File: config.mk
export PLATFORM = sky130hd
export DESIGN_NAME = wdt_guard
export DESIGN_NICKNAME = d
export VERILOG_FILES = /design/src/rtl/wdt_guard_pkg.sv /design/src/rtl/wdt_guard_ctrl.sv /design/src/rtl/wdt_guard_dp.sv /design/src/rtl/wdt_guard.sv
export SDC_FILE = /design/constraint.sdc
export NUM_CORES = 1
export LEC_CHECK = 0
export BUFFER_PORTS_ARGS = -buffer_cell sky130_fd_sc_hd__buf_2
export CAP_MARGIN = 20
export CORE_UTILIZATION = 35
export CTS_BUF_LIST = sky130_fd_sc_hd__clkbuf_4
export CTS_CLUSTER_DIAMETER = 30
export DETAILED_ROUTE_END_ITERATION = 8
export MAX_ROUTING_LAYER = met4
export PLACE_DENSITY = 0.57
export SETUP_SLACK_MARGIN = 0.05
export SYNTH_ARGS = -nofsm -noshare
export SYNTH_HDL_FRONTEND = slang
export SYNTH_SLANG_ARGS = --single-unit
File: constraint.sdc
create_clock -name clk -period 3.4 [get_ports clk]
set_clock_uncertainty 0.1 [all_clocks]
set_input_delay 0.34 -clock clk [delete_from_list [all_inputs] [get_ports clk]]
set_output_delay 0.34 -clock clk [all_outputs]
set_load 0.02 [all_outputs]
File: src/rtl/wdt_guard_pkg.sv
package wdt_guard_pkg;

  // Register word addresses; software relies on these values
  typedef enum logic [2:0] {
    REG_RELOAD = 3'd0,
    REG_COUNT  = 3'd1,
    REG_CTRL   = 3'd2,
    REG_ACK    = 3'd3,
    REG_GUARD  = 3'd4
  } wdtReg_e;

  // Strobes from control to datapath
  typedef struct packed {
    logic takeNew;    // load count from write data
    logic takeSaved;  // load count from reload register
    logic ackIrq;     // clear pending interrupt
    logic run;        // count-enable
    logic rstArm;     // reset-enable
  } wdtCmd_t;

endpackage

File: src/rtl/wdt_guard_ctrl.sv
module wdt_guard_ctrl
  import wdt_guard_pkg::*;
#(
  parameter int DATA_W = 32,
  parameter int ADDR_W = 3,
  parameter logic [DATA_W-1:0] UNLOCK_KEY = 32'h1ACC_E551
) (
  input  logic              clk,
  input  logic              rstN,
  input  logic              wrEn,
  input  logic [ADDR_W-1:0] addr,
  input  logic [DATA_W-1:0] wrData,
  input  logic [DATA_W-1:0] countVal,
  output logic [DATA_W-1:0] rdData,
  output logic [DATA_W-1:0] reloadVal,
  output wdtCmd_t           cmd
);

  localparam int CTRL_PAD  = DATA_W - 2;
  localparam int GUARD_PAD = DATA_W - 1;

  logic locked;
  logic [DATA_W-1:0] reloadReg;
  logic runBit;
  logic armBit;

  logic hitReload, hitCtrl, hitAck, hitGuard, hitCount;
  logic wrOpen;

  assign hitReload = (addr == ADDR_W'(REG_RELOAD));
  assign hitCount  = (addr == ADDR_W'(REG_COUNT));
  assign hitCtrl   = (addr == ADDR_W'(REG_CTRL));
  assign hitAck    = (addr == ADDR_W'(REG_ACK));
  assign hitGuard  = (addr == ADDR_W'(REG_GUARD));
  assign wrOpen    = wrEn && !locked;

  always_ff @(posedge clk or negedge rstN) begin
    if (!rstN) begin
      locked    <= 1'b0;
      reloadReg <= '1;
      runBit    <= 1'b0;
      armBit    <= 1'b0;
    end else begin
      if (wrEn && hitGuard) begin
        locked <= (wrData != UNLOCK_KEY);
      end
      if (wrOpen && hitReload) begin
        reloadReg <= wrData;
      end
      if (wrOpen && hitCtrl) begin
        runBit <= wrData[0];
        armBit <= wrData[1];
      end
    end
  end

  always_comb begin
    cmd.takeNew   = wrOpen && hitReload;
    cmd.takeSaved = wrOpen && (hitAck || (hitCtrl && wrData[0] && !runBit));
    cmd.ackIrq    = wrOpen && hitAck;
    cmd.run       = runBit;
    cmd.rstArm    = armBit;
  end

  assign reloadVal = reloadReg;

  always_comb begin
    rdData = '0;
    if (hitReload)     rdData = reloadReg;
    else if (hitCount) rdData = countVal;
    else if (hitCtrl)  rdData = {{CTRL_PAD{1'b0}}, armBit, runBit};
    else if (hitGuard) rdData = {{GUARD_PAD{1'b0}}, locked};
  end


  locked_freeze_chk: assert property (@(posedge clk) disable iff (!rstN)
    (wrEn && locked && !hitGuard) |=> ($stable(reloadReg) && $stable(runBit) && $stable(armBit)));


  key_opens_chk: assert property (@(posedge clk) disable iff (!rstN)
    (wrEn && hitGuard && (wrData == UNLOCK_KEY)) |=> !locked);


  other_closes_chk: assert property (@(posedge clk) disable iff (!rstN)
    (wrEn && hitGuard && (wrData != UNLOCK_KEY)) |=> locked);

endmodule

File: src/rtl/wdt_guard_dp.sv
module wdt_guard_dp
  import wdt_guard_pkg::*;
#(
  parameter int DATA_W = 32
) (
  input  logic              clk,
  input  logic              rstN,
  input  logic              tickEn,
  input  wdtCmd_t           cmd,
  input  logic [DATA_W-1:0] reloadVal,
  input  logic [DATA_W-1:0] newVal,
  output logic [DATA_W-1:0] countVal,
  output logic              irqOut,
  output logic              rstReqOut
);

  logic [DATA_W-1:0] count;
  logic irqPend;
  logic rstReq;
  logic atZero;
  logic stepNow;

  assign atZero  = (count == '0);
  assign stepNow = cmd.run && tickEn && !cmd.takeNew && !cmd.takeSaved;

  always_ff @(posedge clk or negedge rstN) begin
    if (!rstN) begin
      count   <= '1;
      irqPend <= 1'b0;
      rstReq  <= 1'b0;
    end else if (cmd.takeNew) begin
      count <= newVal;
    end else if (cmd.takeSaved) begin
      count <= reloadVal;
      if (cmd.ackIrq) irqPend <= 1'b0;
    end else if (stepNow) begin
      if (atZero) begin
        count   <= reloadVal;
        irqPend <= 1'b1;
        if (irqPend && cmd.rstArm) rstReq <= 1'b1;
      end else begin
        count <= count - 1'b1;
      end
    end
  end

  assign countVal  = count;
  assign irqOut    = irqPend;
  assign rstReqOut = rstReq;


  halt_hold_chk: assert property (@(posedge clk) disable iff (!rstN)
    (!cmd.run && !cmd.takeNew && !cmd.takeSaved) |=> $stable(countVal));


  irq_at_zero_chk: assert property (@(posedge clk) disable iff (!rstN)
    $rose(irqOut) |-> ($past(countVal) == '0));


  ack_clears_chk: assert property (@(posedge clk) disable iff (!rstN)
    cmd.ackIrq |=> !irqOut);


  load_takes_chk: assert property (@(posedge clk) disable iff (!rstN)
    cmd.takeNew |=> (countVal == $past(newVal)));


  rst_sticky_chk: assert property (@(posedge clk) disable iff (!rstN)
    rstReqOut |=> rstReqOut);


  rst_cause_chk: assert property (@(posedge clk) disable iff (!rstN)
    $rose(rstReqOut) |-> ($past(irqOut) && $past(cmd.rstArm)));

endmodule

File: src/rtl/wdt_guard.sv
module wdt_guard
  import wdt_guard_pkg::*;
#(
  parameter int DATA_W = 32,
  parameter int ADDR_W = 3,
  parameter logic [DATA_W-1:0] UNLOCK_KEY = 32'h1ACC_E551
) (
  input  logic              clk,
  input  logic              rstN,
  input  logic              tickEn,
  input  logic              wrEn,
  input  logic [ADDR_W-1:0] addr,
  input  logic [DATA_W-1:0] wrData,
  output logic [DATA_W-1:0] rdData,
  output logic              irqOut,
  output logic              rstReqOut
);

  wdtCmd_t           cmd;
  logic [DATA_W-1:0] reloadVal;
  logic [DATA_W-1:0] countVal;

  wdt_guard_ctrl #(
    .DATA_W(DATA_W), .ADDR_W(ADDR_W), .UNLOCK_KEY(UNLOCK_KEY)
  ) ctrl_i (
    .clk(clk), .rstN(rstN), .wrEn(wrEn), .addr(addr), .wrData(wrData),
    .countVal(countVal), .rdData(rdData), .reloadVal(reloadVal), .cmd(cmd)
  );

  wdt_guard_dp #(
    .DATA_W(DATA_W)
  ) dp_i (
    .clk(clk), .rstN(rstN), .tickEn(tickEn), .cmd(cmd),
    .reloadVal(reloadVal), .newVal(wrData),
    .countVal(countVal), .irqOut(irqOut), .rstReqOut(rstReqOut)
  );

endmodule

Word level (Yosys, flattened, before mapping) --
Cells that the tools add are included.
Storage, ports and cells: flip-flop bits (word level) 69, memory bits (read-only) 0, latch bits 0, logic and storage cells 52, memories kept 0, bits in writable memories 0
Cells by class: bitwise logic cells 2, mux-type cells 12, magnitude comparators 0, divide/modulo/power cells 0, equal/unequal tests 6, multipliers 0, shifts and indexed selects 0, add/subtract/negate cells 1, reductions and logical operators 24
Operators by type and width (count):
- two-way mux 32 bit | 7
- logical NOT 32 bit | 1
- inequality test 32 x 29 -> 1 bit (second input constant) | 1
- subtractor 32 x 1 -> 32 bit (second input constant) | 1
- logical AND 1 bit | 12
- equality test 3 x 2 -> 1 bit (second input constant) | 2
- two-way mux 1 bit | 5
- AND reduction 5 bit | 1
- logical NOT 1 bit | 4
- AND reduction 4 bit | 1
- nonzero test 2 bit | 2
- equality test 3 x 1 -> 1 bit (second input constant) | 1
- equality test 3 bit (second input constant) | 1
- logical NOT 3 bit | 1
- nonzero test 3 bit | 1
- inequality test 2 bit (second input constant) | 1
- NOT 1 bit | 2
- logical OR 1 bit | 1

Depth between registers and ports, before layout --
depth in word-level cells 10, gate-level depth with buffers 8

Modules after synthesis --
Synthesis repeated with hierarchy kept, for this count alone.
Second synthesis, totals: cell total of the unflattened synthesis 444, area, all modules 4590.7 um2
By module, submodules not included:
- wdt_guard_dp | cells an instance 300, instances 1, area each 2595.0 um2
- wdt_guard_ctrl | cells an instance 144, instances 1, area each 1995.7 um2

Least setup slack after synthesis --
Ideal clock, no wire load.
path type register to register, start point register dp_i.count[19], in the netlist dp_i.countVal[19], end point register dp_i.count[30], in the netlist dp_i.countVal[30], setup time 79 ps, path slack 920 ps, period minus slack after synthesis 2480 ps, cell stages (with the launch flop) 7, data arrival time 2301 ps, data required time 3221 ps, cell sequence dfstp_2 buf_6 or4_4 or4b_1 or4_1 or3_1 o211a_1
Between the ends: word-level cells in the longest chain between the ends 5, elaborated cells on any way between the ends 6
RTL lines:
- start, declared | line wdt_guard_dp.sv:17 | logic [DATA_W-1:0] count;
- start signal, assigned | line wdt_guard_dp.sv:32 | count <= newVal;
- start signal, assigned | line wdt_guard_dp.sv:34 | count <= reloadVal;
- start signal, assigned | line wdt_guard_dp.sv:38 | count <= reloadVal;
- subtractor 32 x 1 -> 32 bit / logical NOT 32 bit (equally long branches) | line wdt_guard_dp.sv:42, wdt_guard_dp.sv:23
- two-way mux 32 bit (*) | line wdt_guard_dp.sv:37 | if (atZero) begin
- two-way mux 32 bit (*) | line wdt_guard_dp.sv:36 | end else if (stepNow) begin
- two-way mux 32 bit (*) | line wdt_guard_dp.sv:33 | end else if (cmd.takeSaved) begin
- two-way mux 32 bit (*) | line wdt_guard_dp.sv:31 | end else if (cmd.takeNew) begin
Mark *: on every way between the ends. The rest lies on a longest branch, timed or not. The select of a mux whose other input is x is not followed. A chain may end at the register's enable or synchronous reset.

Worst setup path after layout --
start point register dp_i.count[0], in the netlist dp_i.countVal[0], end point register dp_i.count[20], in the netlist dp_i.countVal[20]
Same word-level chain as after synthesis.

==> flow_summary_export.csv <==
group,metric,value,unit
outcome,status,"finished clean",
hold_path,hp-class,"in -> reg",
die,die-area,13000,um^2
die,start_util,0.363,
clock_network,hold_buffers,15,
clock_network,cts_tree,"yes",
finish,fillers,1223,
drt,drtPass1Iterations,4,
placement,port_buffers,72,
synthesis,ys_types,68,
finish,final_area,5330,um^2
synthesis,synth.area.top_cells,"dfstp_2, nand2_1, a22o_1",
synthesis,yosysSeqAreaShare,0.410,
synthesis,synth_xor_area_frac,0.00597,
finish,n_antenna_cell,0,
clock_network,clock-sinks,69,
clock_network,cts-resized-gates,0,
critical_path,crit_type,"reg -> reg",
synthesis,synth_edf_count,0,
synthesis,synth.avg_cell_area,8.84,um^2
clock_network,clk_path_buf_depth,2,
grt,grt_overflow,0,
synthesis,synth_top_family_by_area,"simple AND/OR/NAND/NOR gates",
finish,fin_cells,755,
critical_path,crit_required,3.68,ns
sta,worst_pin_slew,0.884,ns
sta,finalCritPeriodShare,0.819,
sta,setup-violations-final,0,
grt,grt_pass1_vias,4378,
placement,place_hpwl,10.2,mm
sta,setup_tns,0,ns
sta,holdWs,0.0419,ns
grt,grt_max_degree,36,
clock_network,root_buffer,"clkbuf_4",
synthesis,yosysWarnings,0,
clock_network,cts_inserted_buffers,9,
placement,dp.cells,724,
clock_network,postCtsSetupBuffers,0,
drt,wl_per_cell,19.5,um
critical_path,end_kind,"flip-flop",
finish,layout-drive-gt1-share,0.332,
pwr,p_leak,2.26,nW
synthesis,synth_top_area_frac,0.382,
sta,slew_violations,0,
sta,fin_crit,2.78,ns
synthesis,synthArstFlopShare,1.00,
sta,achievable-frequency,359,MHz
finish,seq_area,1810,um^2
placement,placed_cell_area,5030,um^2
synthesis,synth_seq_cells,69,
synthesis,synth_fa_ha_area_frac,0.00569,
drt,drt-initial-drc-count,326,
critical_path,cp_max_fo,10,
synthesis,netlist_area,4400,um^2
die,num_rows,40,
clock_network,htree_num_levels,3,
pwr,ir_worst_vdd,0.000199,V
grt,antenna_found_initial,0,
pwr,powerDensity,532,nW/um^2
synthesis,syn_nets,539,
die,pin_count,73,
critical_path,start_kind,"flip-flop",
sta,max-slew-margin-rel,0.410,
clock_network,cts.reportedPaths.clkPinSlew,0.11,ns
grt,grt_util_all_layers,0.246,
synthesis,synth_mux_area_frac,0.0236,
synthesis,synthSimpleGateAreaFrac,0.275,
die,dieWidth,114,um
finish,final_util,0.440,
job,drv_cap,0,
synthesis,synth_compound_area_frac,0.234,
finish,area_growth,21.1,%
die,fp.dieH,114,um
synthesis,postSynthCellCount,498,
critical_path,cp_data_arrival_time,3.07,ns
sta,rsz0062_at_grt,"false",
drt,drcViolationCount,0,
grt,grt_pass1_wl,23.5,mm
synthesis,synth_area_leader_cell,"dfstp_2",
die,coreArea,12100,um^2
synthesis,synth_top_flop_cell,"dfstp_2",
finish,nets,623,
drt,vias,4428,
drt,antenna_left,0,
drt,routed_wl,14.7,mm
drt,viasPerCell,5.86,
clock_network,worstSkewPairLatency,0.45,ns
finish,multi_input_area,2420,um^2
placement,gp_congestion,0.910,
sta,hold_viol_final,0,
synth_stat cells (4+ instances only):
library cell	number
nand2_1	92
dfstp_2	64
a222oi_1	5
nor3_1	31
o211ai_1	4
nand4_1	11
and3_1	11
nand3_1	18
buf_2	4
mux2i_1	7
a221o_1	4
a31oi_1	5
a22o_1	32
a21oi_1	13
dfrtp_1	5
and2_1	4
o21ai_0	12
a21o_1	8
nor2_1	20
clkbuf_1	30
inv_1	11
or4_1	5
o31ai_1	6
nor4_1	18
a211oi_1	6
metrics by stage:
stage / power [mW] / setup WS (ns)
after floorplan: 1.93 / 0.920
after global placement: 2.19 / 0.688
after detailed placement: 2.22 / 0.691
after CTS: 2.85 / 0.665
after global routing: 3.02 / 0.469
final: 2.84 / 0.616
cells in the final DEF (no fill, tap or decap), types with 5 or more instances in the layout:
cell and count:
mux2i_1 7, buf_2 72, dfrtp_1 5, o21ai_0 12, dfstp_2 64, a222oi_1 5, and3_1 11, a21oi_1 13
a211oi_1 5, a31oi_1 5, or4_1 5, a22o_1 32, nor2_1 19, o31ai_1 6, dlygate4sd3_1 15, buf_4 23
nand4_1 11, a21o_1 8, nor4_1 18, nand2_1 92, nor3_1 30, inv_1 11, clkbuf_4 10, nand3_1 18
cells by family after synthesis:
family,count (synthesis)
mux,10
flops,69
buf+inv,49
simple gates,235
fa+ha+maj,2
compound gates,130
xor+xnor,3
worst max-delay path, stage by stage (launching register included):
cell	delay (ns)
dfstp_2	0.42
inv_1	0.10
ha_1	0.15
nor4b_1	0.45
nand4_1	0.39
o41ai_4	0.80
a222oi_1	0.19
o21ai_0	0.12
routing by layer:
metal	share of wire	vias up	track usage
li1	-	2066	-
met1	0.46	2181	0.315
met2	0.47	158	0.382
met3	0.058	23	0.0508
met4	0.016	0	0.0900
met5	0	-	-
state kept, by name, indices dropped and copies added (netlist names):
name              flops
ctrl_i.armBit         1
dp_i.countVal        32
ctrl_i.runBit         1
ctrl_i.reloadVal     32
dp_i.rstReqOut        1
dp_i.irqOut           1
ctrl_i.locked         1
worst paths after layout:
| kind | from | to | slack (ns) | cells after the start |
|---|---|---|---|---|
| setup / recovery | dp_i.countVal[0] | dp_i.countVal[20] | 0.62 | 7 |
| hold / removal | wrData[9] | ctrl_i.reloadVal[9] | 0.04 | 3 |
| setup reg to reg | dp_i.countVal[0] | dp_i.countVal[20] | 0.62 | 7 |
| hold reg to reg | ctrl_i.reloadVal[17] | ctrl_i.reloadVal[17] | 0.38 | 2 |
| max in group asynchronous | rstN | ctrl_i.reloadVal[18] | 2.55 | 2 |
| min in group asynchronous | rstN | ctrl_i.reloadVal[6] | 0.32 | 1 |
power breakdown:
group          switching [mW]  leakage [nW]  total [mW]  internal [mW]
clock                   0.315        0.0852       0.614          0.299
sequential              0.257         0.731        1.44           1.18
combinational           0.433          1.44       0.786          0.353
total                    1.01          2.26        2.84           1.83
area by class of cell:
type / instances / area share
multi-input combinational: 380 / 0.453
sequential: 69 / 0.339
timing repair buffer: 111 / 0.132
tap: 168 / 0.0394
clock inverter: 6 / 0.0146
clock buffer: 10 / 0.0141
inverter: 11 / 0.00775
(Power assumes the default switching activity.)
